### src/rtl/disp_host_pkg.sv
package disp_host_pkg;

    localparam int BUS_W = 8;

    // One synchronized sample of every bus pin
    typedef struct packed {
        logic             cs_n;
        logic             dc;
        logic             rw_wr;
        logic             e_rd;
        logic [BUS_W-1:0] data;
    } bus_smp_t;

    // Idle value: deselected, so no edge can qualify out of reset
    localparam bus_smp_t SMP_IDLE = '{cs_n: 1'b1, dc: 1'b0, rw_wr: 1'b0,
                                      e_rd: 1'b0, data: '0};

    // A decoded bus transfer, valid for one cycle
    typedef struct packed {
        logic             valid;
        logic             read;
        logic             dc;
        logic [BUS_W-1:0] data;
    } bus_evt_t;

endpackage

### src/rtl/disp_bus_sync.sv
module disp_bus_sync
    import disp_host_pkg::*;
#(
    parameter int STAGES = 2
) (
    input  logic     clk,
    input  logic     rst_n,
    input  bus_smp_t pin,
    output logic     cur_rw_wr,
    output logic     cur_e_rd,
    output bus_smp_t prev
);
    localparam int DEPTH = STAGES + 1;

    bus_smp_t [DEPTH-1:0] stg_d, stg_q;

    // stage 0 takes the raw pins, each further stage the one before it
    always_comb begin
        stg_d = {stg_q[DEPTH-2:0], pin};
    end

    always_ff @(posedge clk) begin
        if (!rst_n) stg_q <= {DEPTH{SMP_IDLE}};
        else        stg_q <= stg_d;
    end

    // last synchronizer stage is "now", the extra stage is "one cycle ago"
    assign cur_rw_wr = stg_q[STAGES-1].rw_wr;
    assign cur_e_rd  = stg_q[STAGES-1].e_rd;
    assign prev      = stg_q[STAGES];

endmodule

### src/rtl/disp_strobe_decode.sv
module disp_strobe_decode
    import disp_host_pkg::*;
(
    input  logic     mode_8080,
    input  logic     cur_rw_wr,
    input  logic     cur_e_rd,
    input  bus_smp_t prev,
    output bus_evt_t evt
);
    logic e_fall, wr_rise, rd_rise;

    always_comb begin
        e_fall  = prev.e_rd   & ~cur_e_rd  & ~prev.cs_n;
        wr_rise = ~prev.rw_wr & cur_rw_wr  & ~prev.cs_n;
        rd_rise = ~prev.e_rd  & cur_e_rd   & ~prev.cs_n;
        evt      = '0;
        evt.dc   = prev.dc;
        evt.data = prev.data;
        if (!mode_8080) begin
            evt.valid = e_fall;
            evt.read  = prev.rw_wr;
        end else begin
            evt.valid = wr_rise | rd_rise;
            evt.read  = ~wr_rise;          // write wins if both close together
        end
    end

endmodule

### src/rtl/disp_access_ctrl.sv
module disp_access_ctrl
    import disp_host_pkg::*;
#(
    parameter int ADDR_W = 8
) (
    input  logic              clk,
    input  logic              rst_n,
    input  bus_evt_t          evt,
    input  logic              addr_load,
    input  logic [ADDR_W-1:0] addr_load_val,
    input  logic [BUS_W-1:0]  ram_rdata,
    output logic [ADDR_W-1:0] ram_addr,
    output logic              ram_we,
    output logic [BUS_W-1:0]  ram_wdata,
    output logic              ram_re,
    output logic              cmd_valid,
    output logic [BUS_W-1:0]  cmd_data,
    output logic [BUS_W-1:0]  rd_byte
);
    localparam logic [ADDR_W-1:0] ADDR_ONE = ADDR_W'(1);

    typedef struct packed {
        logic [ADDR_W-1:0] addr;
        logic [ADDR_W-1:0] acc_addr;
        logic              we;
        logic              re;
        logic              re_dly;
        logic [BUS_W-1:0]  wdata;
        logic              cmd_v;
        logic [BUS_W-1:0]  cmd_d;
        logic [BUS_W-1:0]  rdbuf;
        logic              rd_valid;
    } acc_st_t;

    acc_st_t st_d, st_q;

    always_comb begin
        st_d        = st_q;
        st_d.we     = 1'b0;
        st_d.re     = 1'b0;
        st_d.cmd_v  = 1'b0;
        st_d.re_dly = st_q.re;
        // RAM answers one cycle after the request
        if (st_q.re_dly) begin
            st_d.rdbuf    = ram_rdata;
            st_d.rd_valid = 1'b1;
        end
        if (evt.valid) begin
            if (!evt.read) begin
                if (evt.dc) begin
                    st_d.we       = 1'b1;
                    st_d.acc_addr = st_q.addr;
                    st_d.wdata    = evt.data;
                    st_d.addr     = st_q.addr + ADDR_ONE;
                end else begin
                    st_d.cmd_v = 1'b1;
                    st_d.cmd_d = evt.data;
                end
            end else if (evt.dc) begin
                st_d.re       = 1'b1;
                st_d.acc_addr = st_q.addr;
                st_d.addr     = st_q.addr + ADDR_ONE;
            end
        end
        // reload drops the pipeline and any fetch still in flight
        if (addr_load) begin
            st_d.addr     = addr_load_val;
            st_d.rd_valid = 1'b0;
            st_d.re_dly   = 1'b0;
        end
    end

    always_ff @(posedge clk) begin
        if (!rst_n) st_q <= '0;
        else        st_q <= st_d;
    end

    assign ram_addr  = st_q.acc_addr;
    assign ram_we    = st_q.we;
    assign ram_wdata = st_q.wdata;
    assign ram_re    = st_q.re;
    assign cmd_valid = st_q.cmd_v;
    assign cmd_data  = st_q.cmd_d;
    assign rd_byte   = st_q.rd_valid ? st_q.rdbuf : '0;

    // at most one request leaves per cycle
    p_one_access_r4: assert property (@(posedge clk) disable iff (!rst_n)
        $onehot0({st_q.we, st_q.re, st_q.cmd_v}));

    // a RAM access leaves the address one past the accessed location
    p_addr_step_r7: assert property (@(posedge clk) disable iff (!rst_n)
        (st_q.we || st_q.re) && !$past(addr_load) |-> st_q.addr == st_q.acc_addr + ADDR_ONE);

    // a command byte does not move the address
    p_cmd_keeps_addr_r5: assert property (@(posedge clk) disable iff (!rst_n)
        st_q.cmd_v && !$past(addr_load) |-> st_q.addr == $past(st_q.addr));

    // reload sets the address and empties the pipeline
    p_load_drops_r9: assert property (@(posedge clk) disable iff (!rst_n)
        $past(addr_load) |-> !st_q.rd_valid && st_q.addr == $past(addr_load_val));

    // the read buffer only changes on a capture
    p_rdbuf_hold_r11: assert property (@(posedge clk) disable iff (!rst_n)
        !st_q.re_dly |=> $stable(st_q.rdbuf));

endmodule

### src/rtl/disp_host_port.sv
module disp_host_port
    import disp_host_pkg::*;
#(
    parameter int ADDR_W      = 8,
    parameter int SYNC_STAGES = 2
) (
    input  logic              clk,
    input  logic              rst_n,
    input  logic              mode_8080,
    input  logic              bus_cs_n,
    input  logic              bus_dc,
    input  logic              bus_rw_wr,
    input  logic              bus_e_rd,
    input  logic [7:0]        bus_data_i,
    output logic [7:0]        bus_data_o,
    output logic              bus_data_oe,
    input  logic [7:0]        status_i,
    input  logic              addr_load,
    input  logic [ADDR_W-1:0] addr_load_val,
    output logic [ADDR_W-1:0] ram_addr,
    output logic              ram_we,
    output logic [7:0]        ram_wdata,
    output logic              ram_re,
    input  logic [7:0]        ram_rdata,
    output logic              cmd_valid,
    output logic [7:0]        cmd_data
);
    bus_smp_t         pin_smp, prev_smp;
    logic             cur_rw_wr, cur_e_rd;
    bus_evt_t         evt;
    logic [BUS_W-1:0] rd_byte;
    logic             rd_act;

    always_comb begin
        pin_smp.cs_n  = bus_cs_n;
        pin_smp.dc    = bus_dc;
        pin_smp.rw_wr = bus_rw_wr;
        pin_smp.e_rd  = bus_e_rd;
        pin_smp.data  = bus_data_i;
    end

    disp_bus_sync #(.STAGES(SYNC_STAGES)) u_sync (
        .clk       (clk),
        .rst_n     (rst_n),
        .pin       (pin_smp),
        .cur_rw_wr (cur_rw_wr),
        .cur_e_rd  (cur_e_rd),
        .prev      (prev_smp)
    );

    disp_strobe_decode u_decode (
        .mode_8080 (mode_8080),
        .cur_rw_wr (cur_rw_wr),
        .cur_e_rd  (cur_e_rd),
        .prev      (prev_smp),
        .evt       (evt)
    );

    disp_access_ctrl #(.ADDR_W(ADDR_W)) u_access (
        .clk           (clk),
        .rst_n         (rst_n),
        .evt           (evt),
        .addr_load     (addr_load),
        .addr_load_val (addr_load_val),
        .ram_rdata     (ram_rdata),
        .ram_addr      (ram_addr),
        .ram_we        (ram_we),
        .ram_wdata     (ram_wdata),
        .ram_re        (ram_re),
        .cmd_valid     (cmd_valid),
        .cmd_data      (cmd_data),
        .rd_byte       (rd_byte)
    );

    // pads drive only during an active, selected read strobe
    always_comb begin
        rd_act      = mode_8080 ? (~bus_cs_n & ~bus_e_rd)
                                : (~bus_cs_n & bus_e_rd & bus_rw_wr);
        bus_data_oe = rd_act;
        bus_data_o  = bus_dc ? rd_byte : status_i;
    end

endmodule

### config.mk
export PLATFORM = sky130hd
export DESIGN_NAME = disp_host_port
export DESIGN_NICKNAME = d
export VERILOG_FILES = /design/src/rtl/disp_host_pkg.sv /design/src/rtl/disp_bus_sync.sv /design/src/rtl/disp_strobe_decode.sv /design/src/rtl/disp_access_ctrl.sv /design/src/rtl/disp_host_port.sv
export SDC_FILE = /design/constraint.sdc
export NUM_CORES = 1
export LEC_CHECK = 0
export BUFFER_PORTS_ARGS = -buffer_cell sky130_fd_sc_hd__buf_4
export CORE_UTILIZATION = 45
export CTS_CLUSTER_SIZE = 14
export DETAILED_ROUTE_END_ITERATION = 8
export PLACE_DENSITY = 0.73
export SLEW_MARGIN = 20
export SYNTH_ARGS = -nofsm -noshare
export SYNTH_HDL_FRONTEND = slang
export SYNTH_SLANG_ARGS = --single-unit
### constraint.sdc
create_clock -name clk -period 2.2 [get_ports clk]
set_input_delay 0.11 -clock clk [delete_from_list [all_inputs] [get_ports clk]]
set_output_delay 0.11 -clock clk [all_outputs]
set_load 0.03 [all_outputs]
After elaboration in Yosys (flattened, before gate mapping). Index checks and enable logic that the tools add are counted.

Mux-type cells: 13. Bitwise logic cells: 21. Reduce and logical (&&, ||, !) cells: 9. Add/subtract/negate cells: 1.

Operator list (number): $mux W16 (2); $mux W8 (3); $mux W18 (1); $mux W17 (1); $not A1 Y1 (11); $and A1 B1 Y1 (9); $mux W9 (1); $reduce_and A3 Y1 (3); $add A8 B1 Y8 const B (1); $mux W1 (4); $reduce_and A2 Y1 (2); $reduce_bool A2 Y1 (2); $reduce_or A3 Y1 (1); $mux W2 (1); $reduce_or A2 Y1 (1); $or A1 B1 Y1 (1).

Output and inout bits: 36. Register bits after elaboration: 81.

Depth between registers and ports, before layout. Gate-level depths: netlist (run 1).

Depth after elaboration: 8. Mapped depth: 7. Gate-level depth less buffers: 5.

Cells and area by module. Synthesis (run 1) repeated with hierarchy kept, for this count alone.

Cell total of the unflattened synthesis: 310. Area, all modules: 3158.0 sq um.

By module, submodules not included: disp_access_ctrl (instances 1, sequential area each 900.9 sq um, cells each 207, area an instance 1893.1 sq um); disp_bus_sync (instances 1, sequential area each 720.7 sq um, cells each 75, area an instance 1002.2 sq um); disp_host_port (instances 1, sequential area each 0.0 sq um, cells each 12, area an instance 150.1 sq um); disp_strobe_decode (instances 1, sequential area each 0.0 sq um, cells each 16, area an instance 112.6 sq um).

Least setup slack after synthesis (run 1). No wires, ideal clock.

Path kind: reg-to-reg. Start: reg u_sync.stg_q, in the netlist u_sync.prev[11]. End: reg u_access.st_q, in the netlist u_access.cmd_data[7]. Path buffers: 1. Data required time: 2.072 ns. Library setup time: 0.128 ns. Path slack: 0.618 ns. Stages on the path, launching flop included: 7. Clock period less this slack: 1.582 ns. Data arrival time: 1.454 ns. Cells stage by stage: dfxtp_1 -> nand2b_1 -> a21o_1 -> or4b_1 -> buf_6 -> mux2i_1 -> nor2_1.

Cells in the longest elaborated chain, start to end: 6. Elaborated cells on any way between the ends: 9.

Ends and longest elaborated chain: start: declaration (line disp_bus_sync.sv:15) `bus_smp_t [DEPTH-1:0] stg_d, stg_q;`; start signal: assignment (line disp_bus_sync.sv:23) `if (!rst_n) stg_q <= {DEPTH{SMP_IDLE}};`; start signal: assignment (line disp_bus_sync.sv:24) `else stg_q <= stg_d;`; $not A1 Y1 (*) (line disp_strobe_decode.sv:13, disp_strobe_decode.sv:14, disp_strobe_decode.sv:15); branches (longest 2 deep; another with $and A1 B1 Y1); $mux W2 (*) (line disp_strobe_decode.sv:19) `if (!mode_8080) begin`; $not A1 Y1 (no line); $reduce_and A3 Y1 (no line) (*); end signal: assignment (line disp_access_ctrl.sv:75) `else st_q <= st_d;`; end: declaration (line disp_access_ctrl.sv:35) `acc_st_t st_d, st_q;`.

Every way passes the cells marked *. A chain may end at the register's enable or synchronous reset.

Worst setup path after layout (run 1).
Start: reg u_sync.stg_q, in the netlist u_sync.cur_rw_wr. End: reg u_access.st_q, in the netlist u_access.cmd_data[2].

Cells in the longest elaborated chain, start to end: 6. Elaborated cells on any way between the ends: 7.

Ends and longest elaborated chain: $and A1 B1 Y1 (*) (2 in series) (line disp_strobe_decode.sv:14) `wr_rise = ~prev.rw_wr & cur_rw_wr & ~prev.cs_n;`; branches (longest 1 deep; another with $or A1 B1 Y1); $mux W2 (*) (line disp_strobe_decode.sv:19); $not A1 Y1 (no line); $reduce_and A3 Y1 (no line) (*).

Marks and branches as above.

==> results of run 1 <==
==> state kept, by name (all words and copies together) (netlist names) <==
name	flops
u_access.st_q	18
u_sync.cur_e_rd	1
u_access.cmd_valid	1
u_sync.prev	12
u_access.ram_addr	8
u_access.ram_we	1
u_access.ram_wdata	8
u_sync.stg_d	22
u_access.cmd_data	8
u_access.ram_re	1
u_sync.cur_rw_wr	1
==> logic make-up after synthesis <==
kind of cell | after synthesis | share of synthesized area (%)
xor gates and xnor gates | 6 | 1.73
buffers and inverters | 52 | 9.87
AOI/OAI and AO/OA | 29 | 5.26
adders and majority gates | 1 | 0.411
DFF | 81 | 53.3
and+or+nand+nor | 107 | 18.5
muxes | 33 | 10.9
==> worst max-delay path: cells and delay by family (launching register included) <==
family / cells / cell delay (ns)
AOI/OAI and AO/OA: 1 / 0.26
buffers and inverters: 1 / 0.06
DFF: 1 / 0.34
muxes: 1 / 0.25
and+or+nand+nor: 2 / 0.84
==> Yosys cell counts, drive strengths merged, types with 2 or more instances <==
| cell | instances | area, µm² |
|---|---|---|
| nand2b | 4 | 25.0 |
| dfxtp | 81 | 1620 |
| nor2b | 2 | 12.5 |
| clkbuf | 11 | 41.3 |
| and2 | 31 | 194 |
| nor2 | 41 | 154 |
| nor4 | 2 | 12.5 |
| xnor2 | 6 | 52.6 |
| inv | 12 | 45.0 |
| mux2i | 32 | 320 |
| nand2 | 5 | 18.8 |
| and3 | 3 | 18.8 |
| nor3 | 4 | 31.3 |
| and4 | 2 | 17.5 |
| nand3 | 9 | 45.0 |
| nor4b | 2 | 17.5 |
| o21ai | 18 | 93.8 |
| buf | 29 | 214 |
| a21oi | 8 | 40.0 |
==> layout make-up <==
cell class	count	area, µm²	area share, %
clock inverter	6	41.3	1.09
clock buffer	10	138	3.62
multi-input combinational	176	1120	29.5
sequential	81	1620	42.7
inverter	12	45.0	1.19
tap	77	96.3	2.54
timing repair buffer	93	736	19.4
==> report_power, final <==
part,internal (mW),switching [mW],total (mW)
Clock,0.440,0.501,0.941
Combinational,0.107,0.0925,0.200
Sequential,1.50,0.0181,1.52
==> stage by stage <==
step                      instances  hold slack [ns]
after floorplan                 309            0.189
after global placement          424            0.308
after detailed placement        424            0.308
after CTS                       455          0.00240
after global routing            455           0.0182
final                           455           0.0193
==> worst paths after layout <==
kind	start	endpoint	depth (start not counted)
worst max-delay path	u_sync.cur_rw_wr	u_access.cmd_data[2]	5
worst min-delay path	ram_rdata[5]	u_access.st_q[6]	3
worst max register to register	u_sync.cur_rw_wr	u_access.cmd_data[2]	5
worst min register to register	u_sync.stg_d[35]	u_sync.prev[11]	1
==> metal layers <==
layer  part of all wire [%]  up-vias
met5                      0        -
met4                    1.8        0
met3                    5.9        9
met2                     46       64
met1                     47      945
li1                       -     1113
==> what timing repair did <==
item                                   in CTS  in global routing
endpoints found under the hold margin      15                  0
setup buffers                               0                  0
hold buffers                               15                  0
==> impl_metrics.toml, run 1 <==
[placement]
dp_slack_ns = 0.315
gp_congestion = 0.758
port_buffers = 75
dpl_cell_area_um2 = 3470
dp_hpwl_um = 3690

[routing]
drt_wl_total_um = 5390
drc = 14
detail_route.wl_per_cell_um = 11.8
avgViaCountPerCell = 4.68
ant_nets = 0
drt_iter0_drc = 82
first_pass_iters = 6
routed-via-count = 2131

[critical_path]
cp.arrival_ns = 2.06
critical_path_required_ns = 2.41
end_kind = "flip-flop"
slowest_delay_ns = 0.79
reg2reg_setup_slack_ns = 0.34
crit_chain = "inv_1, o221a_1, or4b_1, mux2i_1, nor2_1"
crit_type = "flip-flop to flip-flop"
crit_slowest_cell = "or4b_1"
path_max_fanout = 9
worstSetupStartpointType = "flip-flop"

[clocking]
cts.clk_slew.worst_paths_ns = 0.08
clockBufferDepth = 2
cts_root_buf = "clkbuf_8"
cts_tree = "done"
htree_levels = 3
numCtsBuffers = 9
clk_latency_ns = 0.34
cts.sinks = 81
ctsResizeCount = 0

[floorplan]
die_h_um = 84.2
io_pins = 76
coreArea_um2 = 6420
std_cell_rows = 29
die_w_um = 84.2
die_area_um2 = 7090
start_util_pct = 47.4

[sta]
setup_viol = 0
hold_viol = 0
postLayoutSetupSlackWorst_ns = 0.343
setup_tns_ns = 0
min_period_over_period_pct = 84.4
rsz0062_at_grt = "no"
tightest_slew_ns = 0.632
fin_crit_ns = 1.86
report.final.slew_viol_count = 0
relSlewSlack_pct = 57.8
fin_worst_skew_ns = 0.0113
clock.fmax_mhz = 538

[synthesis]
yosysWarnings = 0
avgSynthCellArea_um2 = 9.85
async_flop_share_pct = 0
ys_ff_latch = 81
syn_inst = 309
syn_area_um2 = 3040
ys.flop_type = "dfxtp_1"
yosysSeqAreaShare_pct = 53.3
synth.net_count = 350
yosysUniqueCellTypes = 31
synth_edf_count = 0

[power_and_ir_drop]
finalPower_mw = 2.66
p_leak_nw = 1.64
ir_drop_mv = 0.305
power.density_nw_per_um2 = 700

[final_layout]
finalNetCount = 414
n_antenna_cell = 0
syn_to_final_growth_pct = 24.8
fill_cells = 562
drive_gt1_share_pct = 25.9
final_cell_area_um2 = 3800
final_common_cell = "dfxtp_1"
layout_common_cells = "dfxtp_1 (81), buf_4 (78), nor2_1 (41)"
utilization_pct = 59.1

[global_route]
antenna_found_initial = 0
grt.busiest_layer = "met2"
gr-total-overflow = 0
grt_first_pass_wirelength_um = 9150
met1_usage_pct = 20.2
grt_usage_pct = 16.4
grt_pass1_vias = 2025
use_met3_pct = 4.03
grt_max_degree = 46
use_met2_pct = 26.5

[outcome]
status = "finished with violations"
violations = "DRC"

[run]
cap_violations = 0

[worst_hold_path]
min_path_type = "input port to flip-flop"
Power figures use the tool's default switching activity.
==> inputs of run 2 (changes only) <==
==> constraint.sdc (replaced) <==
create_clock -name clk -period 1.95 [get_ports clk]
set_input_delay 0.0975 -clock clk [delete_from_list [all_inputs] [get_ports clk]]
set_output_delay 0.0975 -clock clk [all_outputs]
set_load 0.03 [all_outputs]
==> impl_metrics.toml, run 2 (synthesis gave the netlist of run 1 again) <==
[clocking]
cts_setup_buffers = 0
cts_tree = "done"
numCtsBuffers = 9
clockBufferDepth = 2
cts.sinks = 81
cts.clk_slew.worst_paths_ns = 0.08
htree_levels = 3
clk_latency_ns = 0.34
cts_root_buf = "clkbuf_8"

[global_route]
grt_first_pass_wirelength_um = 9140
antenna_found_initial = 0
grt_pass1_vias = 2041
use_met2_pct = 26.5
met1_usage_pct = 20.3
use_met3_pct = 4.42
gr-total-overflow = 0
grt.busiest_layer = "met2"
grt_usage_pct = 16.7
grt_max_degree = 45

[sta]
clock.fmax_mhz = 593
tightest_slew_ns = 0.617
relSlewSlack_pct = 58.8
hold_viol = 0
fin_crit_ns = 1.69
setup_viol = 0
rsz0062_at_grt = "no"
setup_tns_ns = 0
min_period_over_period_pct = 86.5
report.final.slew_viol_count = 0
fin_worst_skew_ns = 0.00968
postLayoutSetupSlackWorst_ns = 0.263

[worst_hold_path]
min_path_type = "input port to flip-flop"
min-delay-start = "addr_load_val[3]"

[final_layout]
syn_to_final_growth_pct = 27.6
finalNetCount = 421
utilization_pct = 60.5
final_common_cell = "dfxtp_1"
n_antenna_cell = 0
largest_reg_flops = 22
layout_common_cells = "dfxtp_1 (81), buf_4 (80), nor2_1 (41)"
drive_gt1_share_pct = 26.0

[power_and_ir_drop]
ir_drop_mv = 0.356
p_leak_nw = 1.68
power.share.sequential_pct = 55.0
power.density_nw_per_um2 = 803
p_sw_share_pct = 22.5
power.clock.fraction_pct = 37.5
finalPower_mw = 3.12
p_int_mw = 2.42
pwr-share-comb_pct = 7.5
power_switching_mw = 0.701

[critical_path]
worstSetupStartpointType = "flip-flop"
r2r_start = "u_sync.prev[11]"
setup.worst_path.start = "u_sync.prev[11]"
crit_type = "flip-flop to flip-flop"
path_max_fanout = 9
end_kind = "flip-flop"
critical_path_required_ns = 2.17
cp.arrival_ns = 1.91

[routing]
routed-via-count = 2137
detail_route.wl_per_cell_um = 11.9
first_pass_iters = 6
avgViaCountPerCell = 4.63
ant_nets = 0
drt_wl_total_um = 5520
drt_iter0_drc = 124
drc = 14

[outcome]
violations = "DRC"
status = "finished with violations"

[floorplan]
die_area_um2 = 7090
start_util_pct = 47.4
coreArea_um2 = 6420
die_h_um = 84.2
io_pins = 76
die_w_um = 84.2
std_cell_rows = 29

[run]
cap_violations = 0

[placement]
dp_slack_ns = 0.0642
port_buffers = 75
dp_hpwl_um = 3640
gp_congestion = 0.748
## run 2: worst paths after layout
| check | endpoint | slack [ns] | depth (start not counted) |
|---|---|---|---|
| min | u_access.st_q[40] | 0.02 | 3 |
| max reg2reg | u_access.cmd_data[2] | 0.26 | 5 |
| max | u_access.cmd_data[2] | 0.26 | 5 |
| min reg2reg | u_sync.prev[11] | 0.41 | 1 |
## run 2: final cells by class
type                       count  area, µm²
clock buffer                  10        128
multi-input combinational    176       1120
sequential                    81       1620
clock inverter                 6       67.6
inverter                      12       45.0
tap                           77       96.3
fill                         562       2540
timing repair buffer         100        801
## run 2: power groups by stage
stage          sequential [mW]  clock [mW]  combinational [mW]
3_3_place_gp              1.75           0               0.200
6_report                  1.72        1.17               0.235
4_1_cts                   1.72        1.22               0.236
5_1_grt                   1.72        1.30               0.259
3_5_place_dp              1.75           0               0.203
2_1_floorplan             1.75           0               0.111
## run 2: stage by stage
step	hold WS, ns	cell area (µm²)	std cells
5_1_grt	0.0129	3880	462
3_5_place_dp	0.292	3480	426
6_report	0.0233	3880	462
4_1_cts	0.000862	3880	462
3_3_place_gp	0.294	3480	426
2_1_floorplan	0.177	3040	309
## run 2: per-layer routing
metal / up-vias / wire length, µm
li1: 1133 / -
met3: 11 / 311
met2: 63 / 2500
met1: 930 / 2570
met5: - / 0
met4: 0 / 127
## run 2: critical path, stage by stage, from the launching register on
cell      delay (ns)
dfxtp_1         0.32
nand2b_1        0.14
a21o_1          0.24
or4b_4          0.61
mux2i_1         0.20
nor2_1          0.05
## run 2: what timing repair did
| item | CTS | global route |
|---|---|---|
| endpoints found under the hold margin | 20 | 0 |
| endpoints found under the setup margin | 0 | 4 |
| gates resized for setup | 0 | 1 |
| hold buffers | 20 | 0 |
==> inputs of run 3 (changes only) <==
--- a/config.mk
+++ b/config.mk
@@ -5,6 +5,7 @@
 export SDC_FILE = /design/constraint.sdc
 export NUM_CORES = 1
 export LEC_CHECK = 0
+export ABC_AREA = 1
 export BUFFER_PORTS_ARGS = -buffer_cell sky130_fd_sc_hd__buf_4
 export CORE_UTILIZATION = 45
 export CTS_CLUSTER_SIZE = 14
==> impl_metrics.toml, run 3 <==
[outcome]
status = "complete, no violations"

[synthesis]
syn_area_um2 = 3190
ys.flop_type = "dfxtp_1"
yosysTopAreaCellShare_pct = 50.9
yosysTopAreaCell = "dfxtp_1"
synthTopCellsByArea = "dfxtp_1 (51%), nand2_1 (7.8%), inv_1 (6.9%), buf_4 (5.7%), nor2_1 (5.3%)"
syn_inst = 404
synth_most_common_cell = "dfxtp_1"
ys_ff_latch = 81
yosysSeqAreaShare_pct = 50.9
yosys-top-cells-count = "dfxtp_1 (81), nand2_1 (66), inv_1 (59)"
async_flop_share_pct = 0
avgSynthCellArea_um2 = 7.89
synth.net_count = 445
yosysUniqueCellTypes = 32
synth_edf_count = 0
yosysWarnings = 0

[critical_path]
worstSetupStartpointType = "flip-flop"
path_common_cell = "nand2_1"
reg2reg_setup_slack_ns = 0.48
end_kind = "flip-flop"
crit_type = "flip-flop to flip-flop"
path_max_fanout = 16
slowest_delay_ns = 0.38
crit_chain = "nand2_1, a21oi_4, nand2_1, nor2_4, o21ai_0, a21oi_1"
crit_slowest_cell = "dfxtp_1"
r2r_cells = 6
r2r_start = "u_sync.cur_rw_wr"
cp.arrival_ns = 1.74
r2r_end = "u_access.ram_wdata[0]"
critical_path_required_ns = 2.22

[floorplan]
std_cell_rows = 30
die_w_um = 86.2
io_pins = 76
coreArea_um2 = 6830
die_area_um2 = 7430
start_util_pct = 46.7
die_h_um = 86.2

[clocking]
numCtsBuffers = 9
clk_latency_ns = 0.34
cts_tree = "done"
ctsResizeCount = 0
htree_levels = 3
cts.sinks = 81
clockBufferDepth = 2
cts_hold_buf = 20
cts_root_buf = "clkbuf_8"
cts.clk_slew.worst_paths_ns = 0.08
cts_setup_buffers = 0

[sta]
postLayoutSetupSlackWorst_ns = 0.484
setup_viol = 0
relSlewSlack_pct = 54.7
report.final.slew_viol_count = 0
fin_crit_ns = 1.47
tightest_slew_ns = 0.679
min_period_over_period_pct = 75.2
setup_tns_ns = 0
clock.fmax_mhz = 682
rsz0062_at_grt = "no"
fin_worst_skew_ns = 0.0103
hold_viol = 0

[final_layout]
final_common_cell = "dfxtp_1"
fill_cells = 653
fin_cells = 571
syn_to_final_growth_pct = 26.1
layout_common_cells = "dfxtp_1 (81), buf_4 (76), nand2_1 (66)"
n_antenna_cell = 0
finalNetCount = 511
largest_reg_flops = 22
drive_gt1_share_pct = 22.5

[power_and_ir_drop]
p_leak_nw = 2.00
power.clock.fraction_pct = 38.2
p_int_mw = 2.52
ir_drop_mv = 0.485
power.share.sequential_pct = 52.5
power.density_nw_per_um2 = 821
pwr-share-comb_pct = 9.3
p_sw_share_pct = 23.7
power_switching_mw = 0.781

[global_route]
antenna_found_initial = 0
grt_usage_pct = 17.0
grt_first_pass_wirelength_um = 9940
gr-total-overflow = 0
grt_max_degree = 34
grt_pass1_vias = 2309

[routing]
detail_route.wl_per_cell_um = 10.4
first_pass_iters = 5
drt_iter0_drc = 118
avgViaCountPerCell = 4.44
ant_nets = 0
drt_wl_total_um = 5960
drc = 0
routed-via-count = 2536

[placement]
dp_hpwl_um = 3990
port_buffers = 75
gp_congestion = 0.786
place_inst = 535
dp_slack_ns = 0.498

[worst_hold_path]
min_path_cells = 5
min_to = "u_access.st_q[43]"
min_path_type = "input port to flip-flop"
min-delay-start = "addr_load_val[6]"

[run]
cap_violations = 0
## run 3: cell count changes after synthesis, sizes merged, moves of 14 or more
cell / change
a21oi: +18
nand2: +64
inv: +48
mux2i: -32
and2: -31
o21ai: +14
nand3: +19
## run 3: kinds of logic after synthesis
| family | after synthesis | synth area share [%] |
|---|---|---|
| buffers and inverters | 102 | 15.7 |
| AO/OA/AOI/OAI | 59 | 9.93 |
| flip-flops | 81 | 50.9 |
| adder cells (fa/ha/maj) | 1 | 0.392 |
| AND/OR/NAND/NOR | 156 | 21.8 |
| XOR/XNOR | 5 | 1.37 |
## run 3: power groups by stage
| stage | Clock [mW] | Combinational [mW] | Sequential, mW |
|---|---|---|---|
| final | 1.26 | 0.308 | 1.73 |
| after global routing | 1.37 | 0.342 | 1.74 |
| after CTS | 1.29 | 0.310 | 1.73 |
| after detailed placement | 0 | 0.278 | 1.77 |
| after global placement | 0 | 0.273 | 1.77 |
| after floorplan | 0 | 0.179 | 1.76 |
## run 3: cell type report
class                      instances  area (µm²)  area share (%)
clock inverter                     5        61.3            1.52
timing repair buffer              96         771            19.2
inverter                          61         229            5.69
sequential                        81        1620            40.3
multi-input combinational        221        1070            26.5
clock buffer                      11         151            3.76
tap                               96         120            2.99
## run 3: worst max-delay path by stage
stage,from,endpoint,slack (ns),cells past startpoint
after floorplan,u_access.st_q[37],u_access.st_q[43],0.70,7
after global placement,u_sync.prev[10],u_access.st_q[40],0.56,5
after global routing,u_sync.prev[10],u_access.st_q[44],0.27,5
after CTS,u_sync.prev[10],u_access.st_q[39],0.48,5
final,u_sync.cur_rw_wr,u_access.ram_wdata[0],0.48,6
after detailed placement,u_sync.prev[10],u_access.st_q[44],0.50,5
## run 3: metal layers
metal	track usage, %	up-vias	part of all wire (%)
li1	-	1352	-
met1	21.4	1114	47
met2	28.2	60	47
met3	3.52	10	3.6
met4	7.42	0	1.6
met5	0	-	0
## run 3: metrics by stage
stage / hold slack, ns / total power [mW] / area (µm²) / util, %
finish: 0.0574 / 3.30 / 4020 / 58.9
global route: 0.0707 / 3.45 / 4020 / 58.9
CTS: 0.0508 / 3.33 / 4020 / 58.9
detailed placement: 0.284 / 2.05 / 3610 / 52.8
global placement: 0.279 / 2.04 / 3610 / 52.8
floorplan: 0.191 / 1.94 / 3190 / -
## run 3: critical path: cells and delay by family (launching register included)
kind	cells	cell delay, ns
simple gates	3	0.58
compound gates	3	0.44
flops	1	0.38
